$ cat src/rtl/xlate_pkg.sv
package xlate_pkg;
  typedef enum logic {
    OVR_PAGE = 1'b0,
    OVR_SEG  = 1'b1
  } ovr_mode_e;
endpackage

$ cat src/rtl/page_ptr_bank.sv
module page_ptr_bank #(
  parameter int NPTR   = 4,
  parameter int PAGE_W = 10,
  localparam int SEL_W = $clog2(NPTR)
) (
  input  logic              clk,
  input  logic              rst,
  input  logic              we,
  input  logic [SEL_W-1:0]  wsel,
  input  logic [PAGE_W-1:0] wdata,
  input  logic [SEL_W-1:0]  rsel,
  output logic [PAGE_W-1:0] rdata
);
  logic [PAGE_W-1:0] ptr [NPTR];

  for (genvar i = 0; i < NPTR; i++) begin : g_ptr
    always_ff @(posedge clk) begin
      if (rst)
        ptr[i] <= PAGE_W'(i);
      else if (we && wsel == SEL_W'(i))
        ptr[i] <= wdata;
    end

    // identity values right after reset
    assert_reset_identity_R1: assert property (@(posedge clk) disable iff (rst)
      ($past(rst) && !$past(we)) |-> ptr[i] == PAGE_W'(i));
    // a write lands in the addressed pointer only
    assert_write_lands_R3: assert property (@(posedge clk) disable iff (rst)
      ($past(we) && $past(wsel) == SEL_W'(i) && !$past(rst)) |-> ptr[i] == $past(wdata));
  end

  assign rdata = ptr[rsel];
endmodule

$ cat src/rtl/ovr_ctl.sv
module ovr_ctl
  import xlate_pkg::*;
#(
  parameter int RANGE_W = 2,
  parameter int VAL_W   = 10,
  localparam int CNT_W  = RANGE_W + 1
) (
  input  logic               clk,
  input  logic               rst,
  input  logic               start,
  input  logic               seg_mode,
  input  logic [VAL_W-1:0]   value,
  input  logic [RANGE_W-1:0] range,
  input  logic               retire,
  output logic               active,
  output ovr_mode_e          mode,
  output logic [VAL_W-1:0]   val
);
  logic [CNT_W-1:0] cnt;

  always_ff @(posedge clk) begin
    if (rst) begin
      cnt  <= '0;
      mode <= OVR_PAGE;
      val  <= '0;
    end else if (start) begin
      cnt  <= CNT_W'(range) + CNT_W'(1);
      mode <= seg_mode ? OVR_SEG : OVR_PAGE;
      val  <= value;
    end else if (retire && cnt != '0) begin
      cnt <= cnt - CNT_W'(1);
    end
  end

  assign active = (cnt != '0);

  // a start loads range+1, even over an active override
  assert_start_loads_R6: assert property (@(posedge clk) disable iff (rst)
    start |=> (active && cnt == CNT_W'($past(range)) + CNT_W'(1)));
  // a retire alone counts down by one
  assert_retire_counts_R7: assert property (@(posedge clk) disable iff (rst)
    (!start && retire && active) |=> cnt == $past(cnt) - CNT_W'(1));
  // without start or retire the count holds
  assert_idle_holds_R7: assert property (@(posedge clk) disable iff (rst)
    (!start && !retire) |=> $stable(cnt));
endmodule

$ cat src/rtl/addr_compose.sv
module addr_compose
  import xlate_pkg::*;
#(
  parameter int ADDR_W = 16,
  parameter int OFS_W  = 14,
  parameter int PAGE_W = 10,
  parameter int SEG_W  = 8,
  localparam int PHYS_W = PAGE_W + OFS_W
) (
  input  logic              word,
  input  logic [ADDR_W-1:0] addr,
  input  logic [PAGE_W-1:0] ptr_val,
  input  logic              ovr_active,
  input  ovr_mode_e         ovr_mode,
  input  logic [PAGE_W-1:0] ovr_val,
  output logic [PHYS_W-1:0] phys,
  output logic              misaligned
);
  logic [OFS_W-1:0] ofs;

  assign ofs        = addr[OFS_W-1:0];
  assign misaligned = word && addr[0];

  always_comb begin
    if (misaligned)
      phys = '0;
    else if (ovr_active && ovr_mode == OVR_SEG)
      phys = {ovr_val[SEG_W-1:0], addr};
    else if (ovr_active)
      phys = {ovr_val, ofs};
    else
      phys = {ptr_val, ofs};
  end

  initial begin
    assert_width_fit_R5: assert (SEG_W + ADDR_W == PHYS_W)
      else $error("segment and address widths must fill the physical width");
  end
endmodule

$ cat src/rtl/long_addr_xlate.sv
module long_addr_xlate
  import xlate_pkg::*;
#(
  parameter int ADDR_W  = 16,
  parameter int OFS_W   = 14,
  parameter int PAGE_W  = 10,
  parameter int SEG_W   = 8,
  parameter int NPTR    = 4,
  parameter int RANGE_W = 2,
  localparam int SEL_W  = $clog2(NPTR),
  localparam int PHYS_W = PAGE_W + OFS_W
) (
  input  logic               clk,
  input  logic               rst,
  input  logic               req_valid,
  input  logic [ADDR_W-1:0]  req_addr,
  input  logic               req_word,
  input  logic               pp_we,
  input  logic [SEL_W-1:0]   pp_sel,
  input  logic [PAGE_W-1:0]  pp_wdata,
  input  logic               ovr_start,
  input  logic               ovr_seg_mode,
  input  logic [PAGE_W-1:0]  ovr_value,
  input  logic [RANGE_W-1:0] ovr_range,
  input  logic               retire,
  output logic               phys_valid,
  output logic [PHYS_W-1:0]  phys_addr,
  output logic               trap
);
  logic [PAGE_W-1:0] ptr_val;
  logic              ovr_active;
  ovr_mode_e         ovr_mode;
  logic [PAGE_W-1:0] ovr_val;
  logic [PHYS_W-1:0] phys_c;
  logic              misaligned;

  page_ptr_bank #(.NPTR(NPTR), .PAGE_W(PAGE_W)) u_ptrs (
    .clk  (clk),
    .rst  (rst),
    .we   (pp_we),
    .wsel (pp_sel),
    .wdata(pp_wdata),
    .rsel (req_addr[ADDR_W-1:OFS_W]),
    .rdata(ptr_val)
  );

  ovr_ctl #(.RANGE_W(RANGE_W), .VAL_W(PAGE_W)) u_ovr (
    .clk     (clk),
    .rst     (rst),
    .start   (ovr_start),
    .seg_mode(ovr_seg_mode),
    .value   (ovr_value),
    .range   (ovr_range),
    .retire  (retire),
    .active  (ovr_active),
    .mode    (ovr_mode),
    .val     (ovr_val)
  );

  addr_compose #(.ADDR_W(ADDR_W), .OFS_W(OFS_W), .PAGE_W(PAGE_W), .SEG_W(SEG_W)) u_comp (
    .word      (req_word),
    .addr      (req_addr),
    .ptr_val   (ptr_val),
    .ovr_active(ovr_active),
    .ovr_mode  (ovr_mode),
    .ovr_val   (ovr_val),
    .phys      (phys_c),
    .misaligned(misaligned)
  );

  always_ff @(posedge clk) begin
    if (rst) begin
      phys_valid <= 1'b0;
      phys_addr  <= '0;
      trap       <= 1'b0;
    end else begin
      phys_valid <= req_valid && !misaligned;
      trap       <= req_valid && misaligned;
      phys_addr  <= req_valid ? phys_c : '0;
    end
  end

  // a trap never comes with a valid address
  assert_trap_blocks_R8: assert property (@(posedge clk) disable iff (rst)
    trap |-> (!phys_valid && phys_addr == '0));
  // odd word request traps one cycle later
  assert_odd_word_traps_R8: assert property (@(posedge clk) disable iff (rst)
    (req_valid && req_word && req_addr[0]) |=> trap);
  // no request gives a quiet output
  assert_idle_quiet_R9: assert property (@(posedge clk) disable iff (rst)
    !req_valid |=> (!phys_valid && !trap && phys_addr == '0));
  // an aligned request is answered next cycle
  assert_answer_next_R2: assert property (@(posedge clk) disable iff (rst)
    (req_valid && !(req_word && req_addr[0])) |=> phys_valid);
  // offset bits pass through in every mapping
  assert_offset_kept_R2: assert property (@(posedge clk) disable iff (rst)
    phys_valid |-> phys_addr[OFS_W-1:0] == $past(req_addr[OFS_W-1:0]));
endmodule

$ cat config.mk
export PLATFORM = sky130hd
export DESIGN_NAME = long_addr_xlate
export DESIGN_NICKNAME = d
export VERILOG_FILES = /design/src/rtl/xlate_pkg.sv /design/src/rtl/page_ptr_bank.sv /design/src/rtl/ovr_ctl.sv /design/src/rtl/addr_compose.sv /design/src/rtl/long_addr_xlate.sv
export SDC_FILE = /design/constraint.sdc
export NUM_CORES = 1
export LEC_CHECK = 0
export BUFFER_PORTS_ARGS = -buffer_cell sky130_fd_sc_hd__buf_2
export CAP_MARGIN = 20
export CORE_ASPECT_RATIO = 1.1
export CORE_MARGIN = 3
export CORE_UTILIZATION = 54
export CTS_CLUSTER_SIZE = 25
export DETAILED_ROUTE_END_ITERATION = 8
export GPL_TIMING_DRIVEN = 0
export PLACE_DENSITY_LB_ADDON = 0.1
export SYNTH_ARGS = -nofsm -noshare
export SYNTH_HDL_FRONTEND = slang
export SYNTH_HIERARCHICAL = 1
export SYNTH_SLANG_ARGS = --single-unit
$ cat constraint.sdc
create_clock -name clk -period 2.49 [get_ports clk]
set_clock_uncertainty 0.15 [all_clocks]
set_input_delay 0.1245 -clock clk [delete_from_list [all_inputs] [get_ports clk]]
set_output_delay 0.1245 -clock clk [all_outputs]
set_load 0.05 [all_outputs]
==> results of run 1 <==
layout make-up:
cell class                 instances  area [µm²]  share of cell area
timing repair buffer             107         711               0.156
clock buffer                      11         153              0.0335
inverter                           3        11.3             0.00247
sequential                        80        2000               0.439
clock inverter                     5        53.8              0.0118
multi-input combinational        180        1390               0.304
tap                               80         100              0.0219
buffer                            19         145              0.0318
final timing paths:
kind	endpoint	slack (ns)	cells after the start
max reg2reg	u_ovr/cnt[0]$_SDFFE_PP0P_	0.53	6
max	u_ovr/cnt[0]$_SDFFE_PP0P_	0.53	6
min reg2reg	u_ovr/cnt[1]$_SDFFE_PP0P_	0.37	2
min	u_ovr/cnt[2]$_SDFFE_PP0P_	0.04	4
metrics by stage:
step,hold slack (ns),setup WS (ns),std cells
floorplan,0.0469,0.974,282
global placement,0.184,0.700,434
finish,0.0367,0.534,485
detailed placement,0.191,0.686,434
global route,0.0466,0.446,485
CTS,0.0214,0.584,485
timing repair:
action	CTS	global route
hold buffers	35	0
hold endpoints to repair	40	0
buffers inserted	0	0
cell families (layout without fill, tap and decap cells):
group,count (synthesis),in the layout,synth area share
adder cells (fa/ha/maj),3,3,0.0106
flip-flops,80,80,0.565
AND/OR/NAND/NOR,125,125,0.209
buffers and inverters,22,145,0.0441
multiplexers,31,31,0.123
AO/OA/AOI/OAI,21,21,0.0487
power by group:
group	leakage, nW	total (mW)	switching (mW)	internal, mW
Clock	0.109	0.971	0.448	0.523
Combinational	1.17	0.472	0.259	0.213
Sequential	0.722	1.49	0.0275	1.47
sequential cells by signal, indices dropped and copies added (netlist names):
name	flops
phys_addr	24
phys_valid	1
trap	1
u_ovr/cnt	3
u_ovr/mode	1
u_ovr/val	10
u_ptrs/ptr	40
cells in the final DEF (no fill, tap or decap), drive strengths merged, types with 2 or more instances in the layout:
| cell | instances |
|---|---|
| a211oi | 11 |
| a21o | 3 |
| and2 | 13 |
| and2b | 2 |
| and3 | 4 |
| and3b | 25 |
| buf | 86 |
| clkbuf | 16 |
| clkinv | 3 |
| dfxtp | 40 |
| dlygate4sd3 | 35 |
| edfxtp | 40 |
| ha | 3 |
| inv | 4 |
| mux2i | 21 |
| mux4 | 10 |
| nand2 | 3 |
| nand2b | 4 |
| nand3b | 8 |
| nor2 | 55 |
| nor2b | 3 |
| or3 | 4 |
layer usage:
metal | global-route usage | routed length (µm)
met5 | 0 | 0
met4 | 0.0967 | 184
met3 | 0.0354 | 327
met2 | 0.359 | 3830
met1 | 0.259 | 3250
worst max-delay path: stages (launching register included):
cell and delay [ns]:
dfxtp_1 0.36, inv_1 0.07, ha_1 0.24, nand2b_4 0.11, a211oi_1 0.09, a2111oi_2 0.29
dlygate4sd3_1 0.60
==> flow_metrics.env, run 1 <==
export IMPL_die_w_um=83.3
export IMPL_maxSlewHeadroom=0.665
export IMPL_syn_nets=333
export IMPL_grt_pass1_vias=2595
export IMPL_setup_viol=0
export IMPL_yosys_top_cells_count="nor2_1, dfxtp_1, edfxtp_1, mux2i_1, and3b_1"
export IMPL_post_route_period_util=0.785
export IMPL_cts_sinks=80
export IMPL_ys_top_cells_by_area="edfxtp_1, dfxtp_1, mux4_2"
export IMPL_num_rows=30
export IMPL_syn_to_final_growth_pct=28.7
export IMPL_initial_core_util=0.565
export IMPL_hp_start="ovr_range[1]"
export IMPL_grt_max_degree=20
export IMPL_synth_ff_latch_count=80
export IMPL_final_net_count=451
export IMPL_synth_ff_type="edfxtp_1"
export IMPL_numCtsBuffers=9
export IMPL_syn_area_um2=3540
export IMPL_async_flop_share=0
export IMPL_diodes=0
export IMPL_netlist_instances=282
export IMPL_wl_per_cell_um=15.7
export IMPL_cts_tree="done"
export IMPL_hpwl_um=4990
export IMPL_maxCapViolations=0
export IMPL_final_layout_size_suffix_gt1_frac=0.311
export IMPL_drc=0
export IMPL_fp_coreArea_um2=6270
export IMPL_power_mw=2.94
export IMPL_grt_antenna_before_repair=0
export IMPL_hold_viol_final=0
export IMPL_vias_per_cell=5.16
export IMPL_clock_fmax_ghz=0.511
export IMPL_grt_usage=0.210
export IMPL_r2r_start="u_ovr/cnt[0]$_SDFFE_PP0P_"
export IMPL_worstMarginPinSlew_ns=0.502
export IMPL_cts_resized=0
export IMPL_io_pins=74
export IMPL_via_count=2505
export IMPL_synth_most_common_cell="nor2_1"
export IMPL_synth_yosys_warnings=6
export IMPL_cts_buffer_depth=2
export IMPL_place_area_um2=4010
export IMPL_utilization=0.728
export IMPL_synth_top_cell_by_area="edfxtp_1"
export IMPL_clkLatencyLatePin_ns=0.34
export IMPL_finalSetupTns_ns=0
export IMPL_final_fill_count=445
export IMPL_critPathKind="flip-flop to flip-flop"
export IMPL_crit_fanout=6
export IMPL_power_density_nw_per_um2=644
export IMPL_clockRootBuffer="clkbuf_8"
export IMPL_crit_required_ns=2.62
export IMPL_design_area_um2=4560
export IMPL_hold_class="primary input to flip-flop"
export IMPL_p_leak_nw=2.00
export IMPL_report_final_slew_viol_count=0
export IMPL_rsz0062_at_grt="no"
export IMPL_die_h_um=91.0
export IMPL_place_gp_congestion=0.767
export IMPL_cp_data_arrival_time_ns=2.08
export IMPL_synth_largest_type_area_fraction=0.339
export IMPL_worstSetupEndpointType="flip-flop"
export IMPL_finalCriticalPeriod_ns=1.96
export IMPL_synth_edf_count=40
export IMPL_ys_types=37
export IMPL_critPathLaunch="u_ovr/cnt[0]$_SDFFE_PP0P_"
export IMPL_io_buffers=72
export IMPL_drtIter0Drc=147
export IMPL_clk_pin_slew_worst_paths_ns=0.07
export IMPL_vdd_ir_drop_max_v=0.000382
export IMPL_startpoint_type="flip-flop"
export IMPL_synth_area_per_cell_um2=12.6
export IMPL_cts_htree_levels=3
export IMPL_postRouteAntennaNets=0
export IMPL_drt_total_wl_um=7590
export IMPL_grt_pass1_wl_um=12500
export IMPL_dr_pass1_iters=4
export IMPL_gr_total_overflow=0
export IMPL_ys_seq_area_frac=0.565
export IMPL_status="finished clean"
export IMPL_fp_dieArea_um2=7570
No activity file was read; power rests on OpenSTA's default activity.
==> inputs of run 2 (changes only) <==
==> constraint.sdc (replaced) <==
create_clock -name clk -period 1.88 [get_ports clk]
set_clock_uncertainty 0.15 [all_clocks]
set_input_delay 0.094 -clock clk [delete_from_list [all_inputs] [get_ports clk]]
set_output_delay 0.094 -clock clk [all_outputs]
set_load 0.05 [all_outputs]
==> flow_metrics.env, run 2 (synthesized netlist as in run 1, its figures left out) <==
export IMPL_io_pins=74
export IMPL_place_area_um2=4010
export IMPL_clk_pin_slew_worst_paths_ns=0.08
export IMPL_post_route_period_util=0.929
export IMPL_crit_required_ns=1.96
export IMPL_die_h_um=91.0
export IMPL_vias_per_cell=5.18
export IMPL_timing_hold_ws_ns=0.00807
export IMPL_clkLatencyLatePin_ns=0.35
export IMPL_fin_cells=488
export IMPL_power_mw=3.90
export IMPL_place_gp_congestion=0.767
export IMPL_cts_sinks=80
export IMPL_postRouteAntennaNets=0
export IMPL_p_leak_nw=2.01
export IMPL_drt_total_wl_um=7610
export IMPL_setup_viol=0
export IMPL_crit_end="phys_addr[15]$_SDFF_PP0_"
export IMPL_p_sw_frac=0.251
export IMPL_timing_rr_end="phys_addr[15]$_SDFF_PP0_"
export IMPL_hpwl_um=4990
export IMPL_power_frac_seq=0.507
export IMPL_fp_dieArea_um2=7570
export IMPL_finalSetupTns_ns=0
export IMPL_grt_usage=0.210
export IMPL_dr_pass1_iters=4
export IMPL_mostFrequentLayoutCell="buf_2"
export IMPL_startpoint_type="flip-flop"
export IMPL_fin_ws_ns=0.133
export IMPL_finalCriticalPeriod_ns=1.75
export IMPL_maxCapViolations=0
export IMPL_drc=0
export IMPL_die_w_um=83.3
export IMPL_final_layout_size_suffix_gt1_frac=0.309
export IMPL_pwr_share_comb=0.162
export IMPL_cts_htree_levels=3
export IMPL_ff2ff_path_depth=6
export IMPL_largest_register_ffs=40
export IMPL_cp_data_arrival_time_ns=1.83
export IMPL_dp_worst_setup_slack_ns=0.106
export IMPL_diodes=0
export IMPL_placedCellCount=434
export IMPL_hold_viol_final=0
export IMPL_final_cell_mix="buf_2, nor2_1, dfxtp_1, edfxtp_1, dlygate4sd3_1"
export IMPL_io_buffers=72
export IMPL_fp_coreArea_um2=6270
export IMPL_via_count=2527
export IMPL_power_switching_mw=0.978
export IMPL_final_fill_count=442
export IMPL_critPathKind="flip-flop to flip-flop"
export IMPL_initial_core_util=0.565
export IMPL_crit_fanout=10
export IMPL_design_area_um2=4590
export IMPL_cts_resized=0
export IMPL_report_final_slew_viol_count=0
export IMPL_clkPwrFrac=0.331
export IMPL_gr_total_overflow=0
export IMPL_status="finished clean"
export IMPL_clockRootBuffer="clkbuf_8"
export IMPL_worstMarginPinSlew_ns=0.483
export IMPL_drtIter0Drc=115
export IMPL_vdd_ir_drop_max_v=0.000501
export IMPL_rsz0062_at_grt="no"
export IMPL_wl_per_cell_um=15.6
export IMPL_cts_tree="done"
export IMPL_grt_pass1_vias=2606
export IMPL_num_rows=30
export IMPL_grt_max_degree=20
export IMPL_largestRegisters="u_ptrs/ptr: 40 flops, phys_addr: 24 flops, u_ovr/val: 10 flops"
export IMPL_numCtsBuffers=9
export IMPL_regMostFlops="u_ptrs/ptr"
export IMPL_maxSlewHeadroom=0.678
export IMPL_worstSetupEndpointType="flip-flop"
export IMPL_r2r_start="u_ovr/cnt[0]$_SDFFE_PP0P_"
export IMPL_cts_buffer_depth=2
export IMPL_clock_fmax_ghz=0.572
export IMPL_hold_class="primary input to flip-flop"
export IMPL_utilization=0.733
export IMPL_r2r_slack_ns=0.13
export IMPL_intPower_mw=2.92
export IMPL_cts_setup_buffers=0
export IMPL_power_density_nw_per_um2=848
export IMPL_grt_pass1_wl_um=12500
export IMPL_critPathLaunch="u_ovr/cnt[0]$_SDFFE_PP0P_"
export IMPL_grt_antenna_before_repair=0
export IMPL_syn_to_final_growth_pct=29.5
export IMPL_final_net_count=454
## run 2: worst min path at each step
stage	from	cells after the start	slack, ns	end
final	pp_wdata[7]	3	0.008	u_ptrs/ptr[3][7]$_SDFFCE_PN0P_
after global routing	ovr_range[1]	4	0.03	u_ovr/cnt[1]$_SDFFE_PP0P_
after CTS	pp_wdata[7]	3	0.004	u_ptrs/ptr[2][7]$_SDFFCE_PN0P_
after detailed placement	ovr_range[0]	2	0.16	u_ovr/cnt[0]$_SDFFE_PP0P_
after global placement	ovr_range[0]	2	0.15	u_ovr/cnt[0]$_SDFFE_PP0P_
after floorplan	rst	1	0.02	u_ovr/val[1]$_SDFFE_PP0P_
## run 2: repair_timing
action | in CTS | in global routing
hold buffers | 38 | 0
hold endpoints to repair | 46 | 0
endpoints found under the setup margin | 0 | 0
## run 2: worst max-delay path, cell delays in order, from the launching register on
cell,delay [ns]
dfxtp_1,0.36
inv_1,0.07
ha_1,0.24
nand2b_4,0.11
clkbuf_1,0.37
a211oi_1,0.15
and3b_1,0.20
## run 2: layout make-up
cell class | instances | area, µm² | area share
inverters | 3 | 11.3 | 0.00245
repair buffers | 110 | 741 | 0.161
plain buffers | 19 | 145 | 0.0316
well taps | 80 | 100 | 0.0218
flip-flops and latches | 80 | 2000 | 0.436
multi-input cells | 180 | 1390 | 0.302
clock inverters | 5 | 53.8 | 0.0117
clock buffers | 11 | 153 | 0.0332
## run 2: power groups by stage
stage	combinational [mW]	sequential, mW	clock, mW
CTS	0.628	1.98	1.32
global route	0.682	1.99	1.40
floorplan	0.309	2.10	0
global placement	0.558	2.01	0
finish	0.630	1.98	1.29
detailed placement	0.564	2.02	0
## run 2: per-layer routing
layer  track usage  wire (µm)
met1         0.260       3260
met2         0.354       3790
met3        0.0372        375
met4         0.101        191
met5             0          0
